--- src/rtl/adc_scan_pkg.sv ---
package adc_scan_pkg;

    typedef enum logic [1:0] {
        S_IDLE  = 2'd0,
        S_ISSUE = 2'd1,
        S_WAIT  = 2'd2
    } scan_state_t;

    localparam int BIT_RUN  = 0;
    localparam int BIT_REP  = 1;
    localparam int BIT_PWR  = 2;
    localparam int BIT_IEN  = 3;
    localparam int BIT_XEN  = 4;
    localparam int FIRST_LSB = 5;

endpackage

--- src/rtl/adc_trig_sync.sv ---
module adc_trig_sync #(
    parameter int STAGES = 2
) (
    input  logic clk,
    input  logic rst_n,
    input  logic pin_n,
    output logic fall
);
    logic [STAGES:0] chain_q;

    generate
        for (genvar i = 0; i <= STAGES; i++) begin : g_stage
            if (i == 0) begin : g_first
                always_ff @(posedge clk or negedge rst_n) begin
                    if (!rst_n) chain_q[0] <= 1'b1;
                    else        chain_q[0] <= pin_n;
                end
            end else begin : g_next
                always_ff @(posedge clk or negedge rst_n) begin
                    if (!rst_n) chain_q[i] <= 1'b1;
                    else        chain_q[i] <= chain_q[i-1];
                end
            end
        end
    endgenerate

    assign fall = chain_q[STAGES] & ~chain_q[STAGES-1];

    AST_FALL_ONE_CYCLE: assert property (@(posedge clk) disable iff (!rst_n)
        fall |=> !fall);

endmodule

--- src/rtl/adc_ctrl_reg.sv ---
module adc_ctrl_reg
    import adc_scan_pkg::*;
#(
    parameter int REG_W = 8
) (
    input  logic             clk,
    input  logic             rst_n,
    input  logic             reg_wr,
    input  logic [REG_W-1:0] reg_wdata,
    input  logic             ext_fall,
    input  logic             event_pulse,
    input  logic             busy,
    input  logic             seq_end,
    output logic [REG_W-1:0] ctrl_q
);
    logic trig_hit;

    assign trig_hit = ((ext_fall & ctrl_q[BIT_XEN]) |
                       (event_pulse & ctrl_q[BIT_IEN])) & ~busy;

    always_ff @(posedge clk or negedge rst_n) begin
        if (!rst_n) begin
            ctrl_q <= '0;
        end else if (reg_wr) begin
            ctrl_q <= reg_wdata;
        end else if (trig_hit) begin
            ctrl_q[BIT_RUN] <= 1'b1;
        end else if (seq_end) begin
            ctrl_q[BIT_RUN] <= 1'b0;
        end
    end

    AST_TRIG_SETS_RUN: assert property (@(posedge clk) disable iff (!rst_n)
        (trig_hit && !reg_wr) |=> ctrl_q[BIT_RUN]);

    AST_SINGLE_CLEARS_RUN: assert property (@(posedge clk) disable iff (!rst_n)
        (seq_end && !reg_wr) |=> !ctrl_q[BIT_RUN]);

endmodule

--- src/rtl/adc_scan_fsm.sv ---
module adc_scan_fsm
    import adc_scan_pkg::*;
#(
    parameter int CH_W = 3
) (
    input  logic            clk,
    input  logic            rst_n,
    input  logic            abort,
    input  logic            run,
    input  logic            pwr,
    input  logic            rep,
    input  logic [CH_W-1:0] first_ch,
    input  logic            conv_done,
    output logic            busy,
    output logic            conv_start,
    output logic [CH_W-1:0] conv_chan,
    output logic            res_valid,
    output logic [CH_W-1:0] res_chan,
    output logic            seq_end
);
    localparam logic [CH_W-1:0] LAST_CH = {CH_W{1'b1}};

    scan_state_t     state_q, state_d;
    logic [CH_W-1:0] chan_q, chan_d;

    always_ff @(posedge clk or negedge rst_n) begin
        if (!rst_n) begin
            state_q <= S_IDLE;
            chan_q  <= '0;
        end else begin
            state_q <= state_d;
            chan_q  <= chan_d;
        end
    end

    always_comb begin
        state_d = state_q;
        chan_d  = chan_q;
        unique case (state_q)
            S_IDLE: begin
                if (run && pwr) begin
                    state_d = S_ISSUE;
                    chan_d  = first_ch;
                end
            end
            S_ISSUE: state_d = S_WAIT;
            S_WAIT: begin
                if (conv_done) begin
                    if (chan_q != LAST_CH) begin
                        state_d = S_ISSUE;
                        chan_d  = chan_q + 1'b1;
                    end else if (rep) begin
                        state_d = S_ISSUE;
                        chan_d  = first_ch;
                    end else begin
                        state_d = S_IDLE;
                    end
                end
            end
            default: state_d = S_IDLE;
        endcase
        if (abort) state_d = S_IDLE;
    end

    always_comb begin
        busy       = (state_q != S_IDLE);
        conv_start = (state_q == S_ISSUE);
        conv_chan  = chan_q;
        res_chan   = chan_q;
        res_valid  = (state_q == S_WAIT) && conv_done && !abort;
        seq_end    = res_valid && (chan_q == LAST_CH) && !rep;
    end

    AST_START_ONE_CYCLE: assert property (@(posedge clk) disable iff (!rst_n)
        conv_start |=> !conv_start);

    AST_WRITE_ABORTS: assert property (@(posedge clk) disable iff (!rst_n)
        abort |=> (!conv_start && !res_valid));

    AST_NO_START_UNPOWERED: assert property (@(posedge clk) disable iff (!rst_n)
        conv_start |-> pwr);

    AST_RESULT_IN_RANGE: assert property (@(posedge clk) disable iff (!rst_n)
        res_valid |-> (res_chan >= first_ch));

    AST_STROBE_ONE_CYCLE: assert property (@(posedge clk) disable iff (!rst_n)
        res_valid |=> !res_valid);

endmodule

--- src/rtl/adc_scan_seq.sv ---
module adc_scan_seq
    import adc_scan_pkg::*;
#(
    parameter int CH_W        = 3,
    parameter int SYNC_STAGES = 2,
    localparam int REG_W      = CH_W + FIRST_LSB
) (
    input  logic             clk,
    input  logic             rst_n,
    input  logic             reg_wr,
    input  logic [REG_W-1:0] reg_wdata,
    output logic [REG_W-1:0] reg_rdata,
    input  logic             ext_trig_n,
    input  logic             event_pulse,
    output logic             pwr_on,
    output logic             conv_start,
    output logic [CH_W-1:0]  conv_chan,
    input  logic             conv_done,
    output logic             res_valid,
    output logic [CH_W-1:0]  res_chan
);
    logic             ext_fall;
    logic             busy;
    logic             seq_end;
    logic [REG_W-1:0] ctrl_q;

    adc_trig_sync #(.STAGES(SYNC_STAGES)) u_sync (
        .clk   (clk),
        .rst_n (rst_n),
        .pin_n (ext_trig_n),
        .fall  (ext_fall)
    );

    adc_ctrl_reg #(.REG_W(REG_W)) u_reg (
        .clk         (clk),
        .rst_n       (rst_n),
        .reg_wr      (reg_wr),
        .reg_wdata   (reg_wdata),
        .ext_fall    (ext_fall),
        .event_pulse (event_pulse),
        .busy        (busy),
        .seq_end     (seq_end),
        .ctrl_q      (ctrl_q)
    );

    adc_scan_fsm #(.CH_W(CH_W)) u_fsm (
        .clk        (clk),
        .rst_n      (rst_n),
        .abort      (reg_wr),
        .run        (ctrl_q[BIT_RUN]),
        .pwr        (ctrl_q[BIT_PWR]),
        .rep        (ctrl_q[BIT_REP]),
        .first_ch   (ctrl_q[REG_W-1:FIRST_LSB]),
        .conv_done  (conv_done),
        .busy       (busy),
        .conv_start (conv_start),
        .conv_chan  (conv_chan),
        .res_valid  (res_valid),
        .res_chan   (res_chan),
        .seq_end    (seq_end)
    );

    assign reg_rdata = ctrl_q;
    assign pwr_on    = ctrl_q[BIT_PWR];

endmodule

--- config.mk ---
export PLATFORM = sky130hd
export DESIGN_NAME = adc_scan_seq
export DESIGN_NICKNAME = d
export VERILOG_FILES = /design/src/rtl/adc_scan_pkg.sv /design/src/rtl/adc_trig_sync.sv /design/src/rtl/adc_ctrl_reg.sv /design/src/rtl/adc_scan_fsm.sv /design/src/rtl/adc_scan_seq.sv
export SDC_FILE = /design/constraint.sdc
export NUM_CORES = 1
export LEC_CHECK = 0
export BUFFER_PORTS_ARGS = -buffer_cell sky130_fd_sc_hd__buf_2
export CAP_MARGIN = 40
export CORE_MARGIN = 2
export CORE_UTILIZATION = 50
export DETAILED_ROUTE_END_ITERATION = 8
export PLACE_DENSITY = 0.79
export SKIP_LAST_GASP = 1
export SYNTH_ARGS = -nofsm -noshare
export SYNTH_HDL_FRONTEND = slang
export SYNTH_SLANG_ARGS = --single-unit
export TNS_END_PERCENT = 100
--- constraint.sdc ---
create_clock -name clk -period 3.9 [get_ports clk]
set_clock_uncertainty 0.2 [all_clocks]
set_input_delay 0.39 -clock clk [delete_from_list [all_inputs] [get_ports clk]]
set_output_delay 0.39 -clock clk [all_outputs]
set_load 0.05 [all_outputs]
# Word level (Yosys, flattened, before mapping)
# Index checks and enable logic that the tools add are counted.
# W data, S select, Z words.
# classes
add_sub_neg,1
eq_ne,9
n_mux,14
n_bitwise,7
reduce_logical,13
# op_table
operator,count
$mux W3,4
$mux W2,4
$ne A3 B2 Y1 const B,2
$ne A3 B3 Y1 const B,2
$pmux W2 S3,1
$pmux W3 S2,1
$logic_and A1 B1 Y1,5
$and A1 B1 Y1,4
$mux W1,4
$reduce_and A4 Y1,1
$reduce_bool A2 Y1,2
$add A3 B1 Y3 const B,1
$eq A3 B3 Y1 const B,1
$reduce_bool A3 Y1,1
$eq A2 B1 Y1 const B,1
$eq A2 B2 Y1 const B,1
$logic_not A1 Y1,2
$logic_not A2 Y1,1
$ne A2 B1 Y1 const B,1
$ne A2 B2 Y1 const B,1
$not A1 Y1,2
$reduce_and A2 Y1,1
$or A1 B1 Y1,1
# word_totals
regBits,16
input_bits,14
output_inout_bits,17
word_cells,51

# Longest topological paths before layout
# Gate-level depths: netlist of run 1.
# depth
ltp_word,8
depth_mapped,5
depth_no_buf,5

# By module
# From an unflattened synthesis of run 1, not the netlist that was laid out.
# unflattened
hier_cells,56
hier_area_um2,790.8
# modules_own_cells
mod,instances,cells_each,area_each_um2,seq_area_each_um2
adc_scan_fsm,1,31,371.6,125.1
adc_ctrl_reg,1,20,319.1,200.2
adc_trig_sync,1,4,92.6,78.8
adc_scan_seq,1,1,7.5,0.0

# Worst setup path after synthesis of run 1
# OpenSTA, ideal clock, no wires.
# synth_path
path_type,flip-flop to flip-flop
start,"register u_fsm.chan_q[0], in the netlist u_fsm.conv_chan[0]"
end,"register u_fsm.chan_q[1], in the netlist u_fsm.conv_chan[1]"
arrival_ps,1921
required_time_ps,3575
setup_slack_ps,1654
path_stages_with_launch,6
n_path_buf,0
cell_sequence,dfrtp_1 > ha_1 > ha_1 > nor3b_2 > mux2_4 > mux2_4
# synth_between
elab_chain_cells,4
word_cells_on_any_way,7
# synth_lines
element,line_no,rtl
from (decl),adc_scan_fsm.sv:24,"logic [CH_W-1:0] chan_q, chan_d;"
from (signal assigned),adc_scan_fsm.sv:32,chan_q <= chan_d;
$add A3 B1 Y3 / $ne A3 B3 Y1 (equally long branches),"adc_scan_fsm.sv:51, adc_scan_fsm.sv:49",
$mux W3,adc_scan_fsm.sv:49,if (chan_q != LAST_CH) begin
$mux W3,adc_scan_fsm.sv:48,if (conv_done) begin
$pmux W3 S2,adc_scan_fsm.sv:39,unique case (state_q)
# Several ways; a longest one is shown, not always the timed one. The select of a mux whose other input is x is not followed.
# A chain may end at the register's enable or synchronous reset.

# Worst setup path in the final report of run 1
# Ends and elaborated chain as after synthesis.

==> impl_metrics.tcl, run 1 <==
set metrics [dict create \
    wire_per_inst_um 13.7 \
    status "finished, final reports clean" \
    ir_drop_mv 0.350 \
    path_clk_slew_ps 90 \
    clockBufferDepth 2 \
    cp_data_arrival_time_ps 2080 \
    grt_pass1_vias 555 \
    place.gp.congestion 0.727 \
    relSlewSlack 0.769 \
    intPower_uw 341 \
    syn_inst 61 \
    io_pins 31 \
    clock-sinks 16 \
    seq_area_frac_synth 0.501 \
    hold_buffers 2 \
    syn_nets 77 \
    cts-resized-gates 0 \
    die_x_um 44.2 \
    track_usage 0.170 \
    placed_cell_area_um2 927 \
    via_per_inst 5.42 \
    setup_viol 0 \
    drt_iter0_markers 7 \
    finalWirelength_um 1450 \
    maxCapViolations 0 \
    dr.pass1.iters 3 \
    power.density_mw_per_mm2 636 \
    finalHoldViolCount 0 \
    antenna_cells 0 \
    htreeDepth 1 \
    synth_cell_types 27 \
    synth_seq_cells 16 \
    cp-start-kind "flip-flop" \
    coreArea_mm2 0.00151 \
    fmax_mhz 474 \
    drive_gt1_frac 0.600 \
    setup_tns_ps 0 \
    antenna_found_initial 0 \
    nets 107 \
    worst_pin_slew_ps 342 \
    fin_crit_sh 0.541 \
    hold_slack_ps 132 \
    gr-total-overflow 0 \
    pwr-share-comb 0.477 \
    crit_type "reg2reg" \
    cts_tree "built" \
    drcViolationCount 0 \
    postRouteAntennaNets 0 \
    synth-warning-count 0 \
    slew_viol_final 0 \
    portBuffers 30 \
    cts_setup_buffers 0 \
    grt_max_degree 17 \
    clk_latency_ps 280 \
    timing.final.crit_period_ps 2110 \
    die_height_um 44.2 \
    p_seq_frac 0.353 \
    cts_buffers 3 \
    sw_frac_of_total 0.456 \
    required_ps 3870 \
    grt_pass1_wl_um 2440 \
    p_leak_nw 0.477 \
    p_clk_frac 0.170 \
    hold_path_class "in2reg" \
    syn_area_per_cell_um2 13.2 \
    cts-root-buf "clkbuf_4" \
    rsz0062_at_grt "false" \
    p_switching_uw 285 \
    start_util 0.536 \
    critical_path.endpoint_type "flip-flop" \
    die_area_mm2 0.00195 \
    area_growth_pct 21.9 \
    vias 574 \
    fin_area_um2 983 \
    fp-row-count 14 \
    syn_area_um2 807 \
    cp_max_fo 4 \
]
==> registers in the layout, indices dropped and copies added, names as in the netlist <==
| register | cells |
|---|---|
| u_fsm.conv_chan | 3 |
| u_fsm.state_q | 2 |
| u_reg.ctrl_q | 8 |
| u_sync.chain_q | 3 |
==> cells in the final DEF (no fill, tap or decap), types with 2 or more instances in the layout <==
master	instances
nor2_1	2
inv_1	3
dlygate4sd3_1	2
dfrtp_1	13
mux2_2	7
buf_2	30
dfstp_2	3
nand2b_1	2
ha_1	2
mux2_4	4
clkbuf_4	3
a21oi_1	2
==> synth_stat cells <==
| cell type | count | area share |
|---|---|---|
| o41ai_1 | 1 | 0.011 |
| and4bb_4 | 1 | 0.020 |
| and2b_2 | 1 | 0.011 |
| o31ai_1 | 1 | 0.0093 |
| a21oi_1 | 2 | 0.012 |
| a31oi_1 | 1 | 0.0078 |
| mux2_2 | 7 | 0.098 |
| dfstp_2 | 3 | 0.098 |
| nor3b_2 | 1 | 0.016 |
| buf_4 | 6 | 0.056 |
| buf_2 | 1 | 0.0062 |
| nand3b_1 | 1 | 0.0093 |
| inv_1 | 3 | 0.014 |
| a31oi_4 | 1 | 0.026 |
| and2b_4 | 1 | 0.012 |
| a211oi_1 | 1 | 0.0093 |
| o211ai_1 | 1 | 0.0093 |
| nor2_1 | 2 | 0.0093 |
| mux2_4 | 4 | 0.074 |
| a211o_2 | 1 | 0.012 |
| dfrtp_1 | 13 | 0.40 |
| ha_1 | 2 | 0.031 |
| nand2_1 | 1 | 0.0046 |
| a311o_1 | 1 | 0.012 |
| nor3_1 | 1 | 0.0062 |
| nand3_1 | 1 | 0.0062 |
| nand2b_1 | 2 | 0.016 |
==> cells by family (layout without fill, tap and decap cells) <==
kind of cell | Yosys count | in the layout | share of synthesized area
AOI/OAI and AO/OA | 10 | 10 | 0.110
adders and majority gates | 2 | 2 | 0.0310
buffers and inverters | 10 | 39 | 0.0760
DFF | 16 | 16 | 0.501
muxes | 11 | 11 | 0.172
and+or+nand+nor | 12 | 12 | 0.110
==> power by group through the flow <==
stage                     combinational [mW]  clock [mW]  sequential [mW]
after global placement                 0.291           0            0.221
after detailed placement               0.299           0            0.224
final                                  0.299       0.107            0.221
after floorplan                        0.181           0            0.294
after CTS                              0.301       0.112            0.221
after global routing                   0.315       0.116            0.224
==> metrics by stage <==
stage / util / setup slack [ps] / power (mW) / std cells
after floorplan: - / 1650 / 0.475 / 61
after global placement: 0.615 / 1890 / 0.511 / 100
after detailed placement: 0.615 / 1810 / 0.523 / 100
after CTS: 0.653 / 1790 / 0.634 / 106
after global routing: 0.653 / 1720 / 0.656 / 106
final: 0.653 / 1790 / 0.626 / 106
==> cell type report <==
type	instances	area [um^2]
Fill cell	131	523
Sequential cell	16	404
Multi-Input combinational cell	35	342
Timing Repair Buffer	32	170
Clock buffer	4	36.3
Tap cell	16	20.0
Inverter	3	11.3
==> path summary, 6_finish.rpt <==
path | startpoint | endpoint | slack [ps] | depth (start not counted)
worst max-delay path | u_fsm.conv_chan[0] | u_fsm.conv_chan[1] | 1790 | 5
worst min-delay path | reg_wdata[1] | u_reg.ctrl_q[1] | 130 | 2
worst max register to register | u_fsm.conv_chan[0] | u_fsm.conv_chan[1] | 1790 | 5
worst min register to register | u_sync.chain_q[0] | u_sync.chain_q[1] | 160 | 0
max in group asynchronous | rst_n | u_sync.chain_q[2] | 2860 | 2
min in group asynchronous | rst_n | u_reg.ctrl_q[2] | 340 | 2
==> worst max-delay path, cell delays in order (launching register included) <==
cell and delay (ps):
dfrtp_1 430, ha_1 220, ha_1 220, nor3b_2 330, mux2_4 330, mux2_4 270
==> metal layers <==
metal / global-route usage / part of all wire / vias up / wire length, um
met1: 0.211 / 0.46 / 277 / 666
met2: 0.282 / 0.49 / 17 / 705
met5: 0 / 0 / - / 0
met3: 0.0286 / 0.040 / 2 / 58
met4: 0.0848 / 0.014 / 0 / 21
li1: - / - / 278 / -
No activity file was read; power rests on OpenSTA's default activity.
==> run 2: changes to the inputs <==
--- a/config.mk
+++ b/config.mk
@@ -8,9 +8,9 @@
 export BUFFER_PORTS_ARGS = -buffer_cell sky130_fd_sc_hd__buf_2
 export CAP_MARGIN = 40
 export CORE_MARGIN = 2
-export CORE_UTILIZATION = 50
+export CORE_UTILIZATION = 46
 export DETAILED_ROUTE_END_ITERATION = 8
-export PLACE_DENSITY = 0.79
+export PLACE_DENSITY = 0.74
 export SKIP_LAST_GASP = 1
 export SYNTH_ARGS = -nofsm -noshare
 export SYNTH_HDL_FRONTEND = slang
==> constraint.sdc (replaced) <==
create_clock -name clk -period 2.1 [get_ports clk]
set_clock_uncertainty 0.2 [all_clocks]
set_input_delay 0.21 -clock clk [delete_from_list [all_inputs] [get_ports clk]]
set_output_delay 0.21 -clock clk [all_outputs]
set_load 0.05 [all_outputs]
==> impl_metrics.tcl, run 2 (same netlist as run 1, synthesis figures left out) <==
set metrics [dict create \
    final_common_cell "buf_2" \
    largest_register_ffs 8 \
    worst_r2r_path_depth 5 \
    dr.pass1.iters 4 \
    start_util 0.478 \
    track_usage 0.171 \
    hold_path_end "u_fsm.conv_chan[0]" \
    fin_ws_ps 45.7 \
    cp-start-kind "flip-flop" \
    p_leak_nw 0.507 \
    clock-sinks 16 \
    drt_iter0_markers 5 \
    die_area_mm2 0.00211 \
    placed_cells 101 \
    htreeDepth 1 \
    rsz0062_at_grt "false" \
    cp_max_fo 4 \
    cts-root-buf "clkbuf_4" \
    power.density_mw_per_mm2 1100 \
    cp_data_arrival_time_ps 2020 \
    worst_pin_slew_ps 338 \
    top_usage_layer "met2" \
    layout_common_cells "buf_2 (30), dfrtp_1 (11), dlygate4sd3_1 (10)" \
    grt_use_met2 0.303 \
    grt_use_met1 0.183 \
    via_per_inst 5.41 \
    maxCapViolations 0 \
    crit_start "u_fsm.conv_chan[0]" \
    antenna_found_initial 0 \
    drive_gt1_frac 0.582 \
    min-delay-start "conv_done" \
    finalNonFillerCells 115 \
    cts_tree "built" \
    r2r_slack_ps 50 \
    hpwl_um 1120 \
    finalWirelength_um 1540 \
    drcViolationCount 0 \
    fp-row-count 15 \
    clockBufferDepth 2 \
    r2r_end "u_fsm.conv_chan[2]" \
    dp_slack_ps 58.6 \
    grt_pass1_vias 647 \
    setup_viol 0 \
    vias 622 \
    wire_per_inst_um 13.4 \
    ir_drop_mv 0.573 \
    hold_path_class "in2reg" \
    relSlewSlack 0.775 \
    setup_tns_ps 0 \
    reg2reg_from "u_fsm.conv_chan[0]" \
    place.gp.congestion 0.693 \
    largest-register "u_reg.ctrl_q" \
    fin_crit_sh 0.978 \
    antenna_cells 0 \
    grt_max_degree 17 \
    num-fill-cells 130 \
    finalHoldViolCount 0 \
    cts_setup_buffers 0 \
    holdPathStages 3 \
    postRouteAntennaNets 0 \
    crit_type "reg2reg" \
    coreArea_mm2 0.00169 \
    path_clk_slew_ps 100 \
    grt_pass1_wl_um 2540 \
    required_ps 2070 \
    status "finished, final reports clean" \
    critical_path.endpoint_type "flip-flop" \
    io_pins 31 \
    slew_viol_final 0 \
    cts-resized-gates 0 \
    nets 115 \
    portBuffers 30 \
    die_height_um 45.9 \
    die_x_um 45.9 \
    timing.final.crit_period_ps 2050 \
    area_growth_pct 32.6 \
    fmax_mhz 487 \
    cts_buffers 3 \
    use_met3 0.0278 \
    clk_latency_ps 280 \
    gr-total-overflow 0 \
]
## run 2: changes by cell type in the layout (fill, tap and decap cells not counted), sizes merged
cell	change
dlygate4sd3	+8
## run 2: area by class of cell
class	count	area [um^2]	area share
clock buffers	4	36.3	0.0339
flip-flops and latches	16	407	0.380
multi-input cells	35	344	0.322
repair buffers	40	250	0.234
inverters	3	11.3	0.0105
well taps	17	21.3	0.0199
## run 2: routing by layer
layer  share of wire  vias to the layer above
met2            0.53                       19
met3           0.043                        4
met4           0.019                        0
met1            0.41                      310
li1                -                      289
met5               0                        -
## run 2: how the worst max path moves through the flow
| stage | end | slack, ps | cells after the start |
|---|---|---|---|
| 2_1_floorplan | u_fsm.conv_chan[1] | 2 | 5 |
| 3_3_place_gp | u_fsm.conv_chan[1] | 120 | 5 |
| 3_5_place_dp | u_fsm.conv_chan[2] | 60 | 5 |
| 4_1_cts | u_fsm.conv_chan[2] | 50 | 5 |
| 5_1_grt | u_fsm.conv_chan[2] | 0.09 | 5 |
| 6_report | u_fsm.conv_chan[2] | 50 | 5 |
## run 2: repair_timing
| item | in CTS | in global routing |
|---|---|---|
| endpoints found under the setup margin | 0 | 0 |
| hold buffers | 10 | 0 |
| hold endpoints to repair | 25 | 0 |
## run 2: worst max-delay path, cell delays in order, from the launching register on
cell	delay, ps
dfrtp_2	430
ha_2	190
ha_1	210
nor3b_2	300
mux2_4	330
mux2_4	280
## run 2: report_power, final
group | switching, mW | total (mW) | internal (mW)
clock network | 0.0962 | 0.202 | 0.105
registers | 0.0471 | 0.411 | 0.364
logic | 0.388 | 0.566 | 0.177
## run 2: through the flow
stage	utilization	hold slack (ps)	power, mW	instance area, um^2
after floorplan	-	-286	0.888	812
after global placement	0.553	-62.5	0.960	933
after detailed placement	0.553	-65.4	0.973	933
after CTS	0.633	61.3	1.19	1070
after global routing	0.633	94.0	1.24	1070
final	0.633	61.3	1.18	1070
